[src/rtl/qdac_pkg.sv]
package qdac_pkg;

    localparam int NCH = 4;
    localparam int DW  = 16;

    typedef enum logic [3:0] {
        CMD_WR_IN   = 4'b0000,
        CMD_UPD     = 4'b0001,
        CMD_WR_UPD  = 4'b0011,
        CMD_PD_CH   = 4'b0100,
        CMD_PD_CHIP = 4'b0101,
        CMD_REF_INT = 4'b0110,
        CMD_REF_EXT = 4'b0111
    } cmd_e;

    // Internal reference state: on, or off together with the reason it went off
    typedef enum logic [1:0] {
        REF_ON       = 2'd0,
        REF_OFF_EXT  = 2'd1,
        REF_OFF_CHIP = 2'd2
    } ref_st_e;

    typedef struct packed {
        logic [NCH-1:0] wr;
        logic [NCH-1:0] upd;
        logic [NCH-1:0] pd;
        logic           chip_pd;
        logic           sel_int;
        logic           sel_ext;
    } dec_t;

    function automatic logic [NCH-1:0] chan_sel(input logic [3:0] a);
        logic [NCH-1:0] s;
        for (int i = 0; i < NCH; i++) s[i] = (a == 4'(i)) || (a == 4'hF);
        return s;
    endfunction

endpackage

[src/rtl/qdac_ldac_sync.sv]
module qdac_ldac_sync #(
    parameter int STAGES = 2
) (
    input  logic clk,
    input  logic rst,
    input  logic ldac_n,
    output logic ldac_low,
    output logic ldac_fall
);
    logic [STAGES:0] sh_q;

    always_ff @(posedge clk) begin
        if (rst) sh_q <= '1;
        else     sh_q <= {sh_q[STAGES-1:0], ldac_n};
    end

    assign ldac_low  = ~sh_q[STAGES-1];
    assign ldac_fall = sh_q[STAGES] & ~sh_q[STAGES-1];
endmodule

[src/rtl/qdac_settle_timer.sv]
module qdac_settle_timer #(
    parameter int SHORT_CYC = 600,
    parameter int LONG_CYC  = 700
) (
    input  logic clk,
    input  logic rst,
    input  logic start,
    input  logic long_sel,
    output logic busy
);
    localparam int MAXC = (LONG_CYC > SHORT_CYC) ? LONG_CYC : SHORT_CYC;
    localparam int CW   = $clog2(MAXC + 1);

    logic [CW-1:0] cnt_q;

    always_ff @(posedge clk) begin
        if (rst)                cnt_q <= '0;
        else if (start)         cnt_q <= long_sel ? CW'(LONG_CYC) : CW'(SHORT_CYC);
        else if (cnt_q != '0)   cnt_q <= cnt_q - 1'b1;
    end

    assign busy = (cnt_q != '0);
endmodule

[src/rtl/qdac_chan_regs.sv]
module qdac_chan_regs
    import qdac_pkg::*;
(
    input  logic              clk,
    input  logic              rst,
    input  logic [NCH-1:0]    wr_mask,
    input  logic [NCH-1:0]    upd_mask,
    input  logic [DW-1:0]     wr_data,
    output logic [NCH*DW-1:0] dac_flat
);
    for (genvar g = 0; g < NCH; g++) begin : g_ch
        logic [DW-1:0] in_q, dac_q, in_nxt;

        assign in_nxt = wr_mask[g] ? wr_data : in_q;

        always_ff @(posedge clk) begin
            if (rst) begin
                in_q  <= '0;
                dac_q <= '0;
            end else begin
                in_q <= in_nxt;
                if (upd_mask[g]) dac_q <= in_nxt;
            end
        end

        assign dac_flat[g*DW +: DW] = dac_q;
    end
endmodule

[src/rtl/qdac_pwr_ctrl.sv]
module qdac_pwr_ctrl
    import qdac_pkg::*;
#(
    parameter int CLK_HZ   = 50_000_000,
    parameter int SHORT_US = 12,
    parameter int LONG_US  = 14
) (
    input  logic          clk,
    input  logic          rst,
    input  logic          cmd_valid,
    input  logic [3:0]    cmd_code,
    input  logic [3:0]    cmd_addr,
    input  logic [15:0]   cmd_data,
    input  logic          cs_level,
    input  logic          ldac_n,
    output logic [63:0]   dac_codes,
    output logic [3:0]    ch_pwr,
    output logic          ref_on,
    output logic          ref_ext,
    output logic          bias_on,
    output logic          busy
);
    localparam int CYC_PER_US = CLK_HZ / 1_000_000;
    localparam int SHORT_CYC  = CYC_PER_US * SHORT_US;
    localparam int LONG_CYC   = CYC_PER_US * LONG_US;

    logic ldac_low, ldac_fall;

    qdac_ldac_sync #(.STAGES(2)) i_sync (
        .clk(clk), .rst(rst), .ldac_n(ldac_n),
        .ldac_low(ldac_low), .ldac_fall(ldac_fall)
    );

    // Command decode; power-down style commands are blocked while load is low
    dec_t           dec;
    logic [NCH-1:0] amask;
    logic           pd_ok, load_all;

    assign amask    = chan_sel(cmd_addr);
    assign pd_ok    = cmd_valid && !ldac_low;
    assign load_all = ldac_low && (cs_level || cmd_valid);

    always_comb begin
        dec = '0;
        if (cmd_valid) begin
            unique case (cmd_code)
                CMD_WR_IN:   dec.wr = amask;
                CMD_UPD:     dec.upd = amask;
                CMD_WR_UPD:  begin dec.wr = amask; dec.upd = amask; end
                CMD_PD_CH:   dec.pd = pd_ok ? amask : '0;
                CMD_PD_CHIP: begin
                    dec.pd      = pd_ok ? '1 : '0;
                    dec.chip_pd = pd_ok;
                end
                CMD_REF_INT: dec.sel_int = 1'b1;
                CMD_REF_EXT: dec.sel_ext = pd_ok;
                default:     dec = '0;
            endcase
        end
    end

    logic [NCH-1:0] upd_eff, pu_mask;
    assign upd_eff = dec.upd | {NCH{load_all}};
    assign pu_mask = upd_eff | {NCH{ldac_fall}};

    qdac_chan_regs i_regs (
        .clk(clk), .rst(rst),
        .wr_mask(dec.wr), .upd_mask(upd_eff),
        .wr_data(cmd_data), .dac_flat(dac_codes)
    );

    // Power state
    logic [NCH-1:0] ch_q;
    ref_st_e        ref_q;
    logic           ext_q, bias_q;
    logic           any_pu, t_start;

    assign any_pu  = |pu_mask;
    assign t_start = |(pu_mask & ~ch_q);

    always_ff @(posedge clk) begin
        if (rst) begin
            ch_q   <= '1;
            ref_q  <= REF_ON;
            ext_q  <= 1'b0;
            bias_q <= 1'b1;
        end else begin
            ch_q <= (ch_q | pu_mask) & ~dec.pd;

            if (dec.chip_pd)                bias_q <= 1'b0;
            else if (any_pu || dec.sel_int) bias_q <= 1'b1;

            if (dec.sel_int) begin
                ref_q <= REF_ON;
                ext_q <= 1'b0;
            end else if (dec.sel_ext) begin
                ref_q <= REF_OFF_EXT;
                ext_q <= 1'b1;
            end else if (dec.chip_pd) begin
                if (ref_q == REF_ON) ref_q <= REF_OFF_CHIP;
            end else if (any_pu && ref_q == REF_OFF_CHIP) begin
                ref_q <= REF_ON;
            end
        end
    end

    qdac_settle_timer #(.SHORT_CYC(SHORT_CYC), .LONG_CYC(LONG_CYC)) i_timer (
        .clk(clk), .rst(rst), .start(t_start), .long_sel(!bias_q), .busy(busy)
    );

    assign ch_pwr  = ch_q;
    assign ref_on  = (ref_q == REF_ON);
    assign ref_ext = ext_q;
    assign bias_on = bias_q;
endmodule

[config.mk]
export PLATFORM = sky130hd
export DESIGN_NAME = qdac_pwr_ctrl
export DESIGN_NICKNAME = d
export VERILOG_FILES = /design/src/rtl/qdac_pkg.sv /design/src/rtl/qdac_ldac_sync.sv /design/src/rtl/qdac_settle_timer.sv /design/src/rtl/qdac_chan_regs.sv /design/src/rtl/qdac_pwr_ctrl.sv
export SDC_FILE = /design/constraint.sdc
export NUM_CORES = 1
export LEC_CHECK = 0
export ABC_AREA = 0
export BUFFER_PORTS_ARGS = -buffer_cell sky130_fd_sc_hd__buf_2
export CAP_MARGIN = 0
export CORE_ASPECT_RATIO = 1.2
export CORE_UTILIZATION = 25
export DETAILED_ROUTE_END_ITERATION = 8
export GPL_ROUTABILITY_DRIVEN = 0
export PLACE_DENSITY = 0.49
export SETUP_SLACK_MARGIN = 0.15
export SLEW_MARGIN = 20
export SYNTH_ARGS = -nofsm -noshare
export SYNTH_HDL_FRONTEND = slang
export SYNTH_SLANG_ARGS = --single-unit
[constraint.sdc]
create_clock -name clk -period 3 [get_ports clk]
set_input_delay 0.9 -clock clk [delete_from_list [all_inputs] [get_ports clk]]
set_output_delay 0.9 -clock clk [all_outputs]
set_load 0.01 [all_outputs]
Word level (Yosys, flattened, before mapping). Cells that the tools add are included.

Output and inout port bits: 72. Register bits after elaboration: 149. Bits of input ports: 29.

Equality and inequality tests: 13. Bitwise operators: 9. Muxes and demuxes: 22. Reduce and logical (&&, ||, !) cells: 25. $add $sub $neg: 1.

Operators with widths (number): $mux 16 (4); $mux 10 (2); $eq 4x3->1 const B (4); $mux 4 (4); $mux 15 (1); $eq 4x2->1 const B (3); $or 4x4->4 (3); $reduce_bool 10->1 (1); $sub 10x1->10 const B (1); $and 4x4->4 (2); $eq 4x1->1 const B (2); $logic_not 4->1 (2); $mux 8 (1); $not 4->4 (2); $pmux 4 s2 (1); $reduce_or 4->1 (2); $logic_or 1x1->1 (6); $mux 1 (6); $mux 2 (3); $reduce_bool 2->1 (3); $reduce_or 2->1 (3); $eq 4x4->1 const B (1); $reduce_and 2->1 (2); $logic_and 1x1->1 (3); 8 further kinds (8).

Depth between registers and ports, before layout.
Depth in word-level cells: 12. Gate-level depth with buffers: 8. Gate-level depth less buffers: 7.

Modules after synthesis. From an unflattened synthesis, not the netlist that was laid out.

Cells, all modules: 561. Area, all modules: 5581.6 sq um.

Modules (own cells, without submodules): qdac_chan_regs (seq. area each 2562.5 sq um, area an instance 4399.2 sq um, cells an instance 418, times used 1); qdac_pwr_ctrl (seq. area each 160.2 sq um, area an instance 596.8 sq um, cells an instance 77, times used 1); qdac_settle_timer (seq. area each 200.2 sq um, area an instance 496.7 sq um, cells an instance 58, times used 1); qdac_ldac_sync (seq. area each 60.1 sq um, area an instance 88.8 sq um, cells an instance 8, times used 1).

Worst setup path before layout. Ideal clock, no wire load.

Path type: in2reg. From: in cmd_code[0]. To: reg i_regs.g_ch[1].dac_q[10]. Path slack: 596 ps. Data arrival time: 2318 ps. Cell stages on the path: 8. Path buffers: 3. Data required time: 2914 ps. Cells stage by stage: buf_4 -> xnor2_1 -> nand2_1 -> or2_1 -> buf_2 -> buf_6 -> mux2i_1 -> a211oi_1.

Cells in the longest elaborated chain, start to end: 5. Elaborated cells on any way between the ends: 10.

RTL lines: start: declaration (line qdac_pwr_ctrl.sv:11) `input logic [3:0] cmd_code,`; $eq 4x2->1, or another cell as far along (line qdac_pwr_ctrl.sv:46) `unique case (cmd_code)`; $reduce_or 2->1 (no source line); $mux 4 (line qdac_pwr_ctrl.sv:46); $mux 15 * (line qdac_pwr_ctrl.sv:45) `if (cmd_valid) begin`; $mux 16 / $or 4x4->4 (equally long branches) (line qdac_chan_regs.sv:14, qdac_pwr_ctrl.sv:63); end signal: assignment (line qdac_chan_regs.sv:22) `if (upd_mask[g]) dac_q <= in_nxt;`; end: declaration (line qdac_chan_regs.sv:12) `logic [DW-1:0] in_q, dac_q, in_nxt;`.

Every way passes the cells marked *; elsewhere a longest branch is shown, timed or not. A chain may end at the register's enable or synchronous reset.

Worst setup path in the final report.
From: reg i_timer.cnt_q[1]. To: out busy.

Cells in the longest elaborated chain, start to end: 1.

RTL lines: start: declaration (line qdac_settle_timer.sv:14) `logic [CW-1:0] cnt_q;`; start signal: assignment (line qdac_settle_timer.sv:18) `else if (start) cnt_q <= long_sel ? CW'(LONG_CYC) : CW'(SHORT_CYC);`; start signal: assignment (line qdac_settle_timer.sv:19) `else if (cnt_q != '0) cnt_q <= cnt_q - 1'b1;`; $reduce_bool 10->1 (line qdac_settle_timer.sv:22) `assign busy = (cnt_q != '0);`; end: declaration (line qdac_pwr_ctrl.sv:21) `output logic busy`.

Every way passes these cells.

==> impl_metrics.py <==
metrics = {
    "synthesis": {
        "syn_area_per_cell_um2": 9.91,
        "synth_most_common_cell": "dfxtp_1",
        "synth_area_um2": 5600,
        "synthArstFlopShare": 0,
        "syn_inst": 565,
        "synth.area.top_cells": "dfxtp_1 53%, mux2i_1 12%, a211oi_1 9.1%",
        "seq_area_frac_synth": 0.533,
        "synth-edff-count": 0,
        "synth_flop_cell": "dfxtp_1",
        "ys_types": 53,
        "synth_top_area_cell": "dfxtp_1",
        "synth_warnings": 0,
        "synth_commonest_cells": "149 x dfxtp_1, 133 x nor2_1, 68 x a211oi_1, 65 x mux2i_1, 24 x clkbuf_1",
        "yosys.area.top_type_share": 0.533,
        "syn_nets": 595,
        "ys_ff_latch": 149,
    },
    "job": {
        "cap_violations": 0,
    },
    "cts": {
        "hold_buffers": 0,
        "cts_buffers": 17,
        "cts_root_buf": "clkbuf_16",
        "cts_tree": "yes",
        "htree_levels": 4,
        "clk_latency_ns": 0.42,
        "clock-sinks": 149,
        "clk_path_buf_depth": 2,
        "clk_pin_slew_worst_paths_ns": 0.06,
    },
    "finish": {
        "antenna_cells": 0,
        "fin_nets": 692,
        "regArea_um2": 2990,
        "stdcell_area_um2": 7020,
        "multiInputGateArea_um2": 2440,
        "fillers": 2311,
        "drive_gt1_frac": 0.252,
        "syn2layout_area_growth_pct": 25.5,
    },
    "route": {
        "drtPass1Iterations": 9,
        "initialDrtViolationCount": 145,
        "drt-wirelength-per-cell_um": 15.1,
        "drc_errors": 7,
        "vias": 4254,
        "ant_nets": 0,
        "vias_per_cell": 4.48,
        "finalWirelength_um": 14300,
    },
    "pwr": {
        "cellPowerDensity_nw_per_um2": 720,
        "max-vdd-ir-drop_mv": 0.350,
        "power_leakage_nw": 3.07,
        "total_power_mw": 5.06,
    },
    "outcome": {
        "status": "complete, but fails checks",
        "violations": "DRC",
    },
    "global_route": {
        "grt.overflow.total": 0,
        "grt_start_max_net_pins": 52,
        "grt_pass1_vias": 4109,
        "antenna_found_initial": 0,
        "gr-usage-all-layers": 0.129,
        "grt_pass1_wl_um": 22800,
    },
    "timing": {
        "hold_viol_final": 0,
        "rsz0062_at_grt": "true",
        "setup-tns-final_ns": 0,
        "skew_ns": 0.0186,
        "fin_crit_ns": 2.82,
        "fmax_mhz": 355,
        "fin_crit_sh": 0.939,
        "max_slew_margin": 0.589,
        "worst_slew_pin_slew_ns": 0.616,
        "setup_viol": 0,
        "drv_slew": 0,
        "hold_slack_ns": 0.428,
    },
    "critical_path": {
        "slowest_delay_ns": 0.47,
        "slowest_stage": "or4b_4",
        "cp_data_required_time_ns": 2.10,
        "path_delay_family": "simple AND/OR/NAND/NOR gates",
        "crit_fanout": 3,
        "start_kind": "flip-flop",
        "worst_path_most_repeated_cell": "inv_2",
        "end_kind": "output port",
        "path_buf_inv": 3,
        "path_cells": "inv_2, ha_4, or4b_4, nor4b_4, inv_2, buf_6",
        "crit_arrival_ns": 1.92,
        "critPathKind": "flip-flop to output port",
    },
    "place": {
        "dpl_cell_area_um2": 6370,
        "dp_hpwl_um": 9890,
        "io_buffer_count": 100,
    },
    "floorplanning": {
        "row_count": 59,
        "die-area_um2": 23000,
        "initial_core_util": 0.256,
        "chipWidth_um": 139,
        "core-area_um2": 21900,
        "num_io_pins": 101,
        "die_h_um": 166,
    },
    "hold_path": {
        "hp-class": "flip-flop to flip-flop",
    },
}
[worst paths after layout]
kind	from	endpoint	slack, ns	cells past startpoint
worst max-delay path	i_timer.cnt_q[1]$_SDFFE_PP0P_	busy	0.18	6
worst min-delay path	i_sync.sh_q[0]$_SDFF_PP1_	i_sync.sh_q[1]$_SDFF_PP1_	0.43	1
worst max register to register	i_timer.cnt_q[3]$_SDFFE_PP0P_	i_timer.cnt_q[2]$_SDFFE_PP0P_	1.04	5
worst min register to register	i_sync.sh_q[0]$_SDFF_PP1_	i_sync.sh_q[1]$_SDFF_PP1_	0.43	1
[cell type report]
cell class	count	area share
tap	274	0.0488
multi-input combinational	375	0.347
inverter	3	0.00160
clock inverter	13	0.0212
timing repair buffer	116	0.0932
clock buffer	19	0.0631
sequential	149	0.425
[flip-flops by register name, summed over array words and instances, names as in the netlist]
register           flops
bias_on                1
ch_pwr                 4
i_regs.g_ch.dac_q     64
i_regs.g_ch.in_q      64
i_sync.sh_q            3
i_timer.cnt_q         10
ref_ext                1
ref_q                  2
[logic make-up after synthesis]
group	count (synthesis)	synth area share
multiplexers	65	0.116
AO/OA/AOI/OAI	108	0.142
XOR/XNOR	4	0.00626
adder cells (fa/ha/maj)	1	0.00223
flip-flops	149	0.533
AND/OR/NAND/NOR	197	0.165
buffers and inverters	41	0.0353
[metal layers]
layer,track usage,vias up,share of wire
met2,0.226,75,0.50
met1,0.151,1968,0.44
met3,0.0358,9,0.043
met4,0.0445,0,0.010
met5,0,-,0
li1,-,2202,-
[cell usage in the layout (no fill, tap or decap), types with 3 or more instances in the layout]
cell and count:
a211oi_1 68, a21o_1 3, a21oi_1 9, and2_1 3, and3_1 3, buf_2 98, buf_4 15, clkbuf_16 17
clkinv_4 4, dfxtp_1 147, inv_2 3, mux2i_1 65, nand2_1 9, nand2b_1 5, nor2_1 133, nor2b_1 4
nor3_1 11, o21ai_0 4, o21ai_1 3, o21ai_2 3, or2_1 3, or2_2 4, or3_1 4, or4_1 4
xnor2_1 4
[per-stage QoR]
stage,instances,util,worst slack [ns]
after floorplan,565,-,0.596
after global placement,912,0.292,0.379
after detailed placement,912,0.292,0.371
after CTS,948,0.320,0.153
after global routing,949,0.321,0.113
final,949,0.321,0.182
[power breakdown]
group | internal, mW | switching [mW]
Sequential | 2.08 | 0.0815
Combinational | 0.371 | 0.388
Clock | 1.26 | 0.879
[what timing repair did]
item | in CTS | in global routing
resized for setup | 1 | 6
pin swaps | 2 | 2
hold endpoints to repair | 0 | 0
gates cloned | 0 | 0
endpoints found under the setup margin | 1 | 1
buffers inserted | 4 | 1
(Power assumes the default switching activity.)
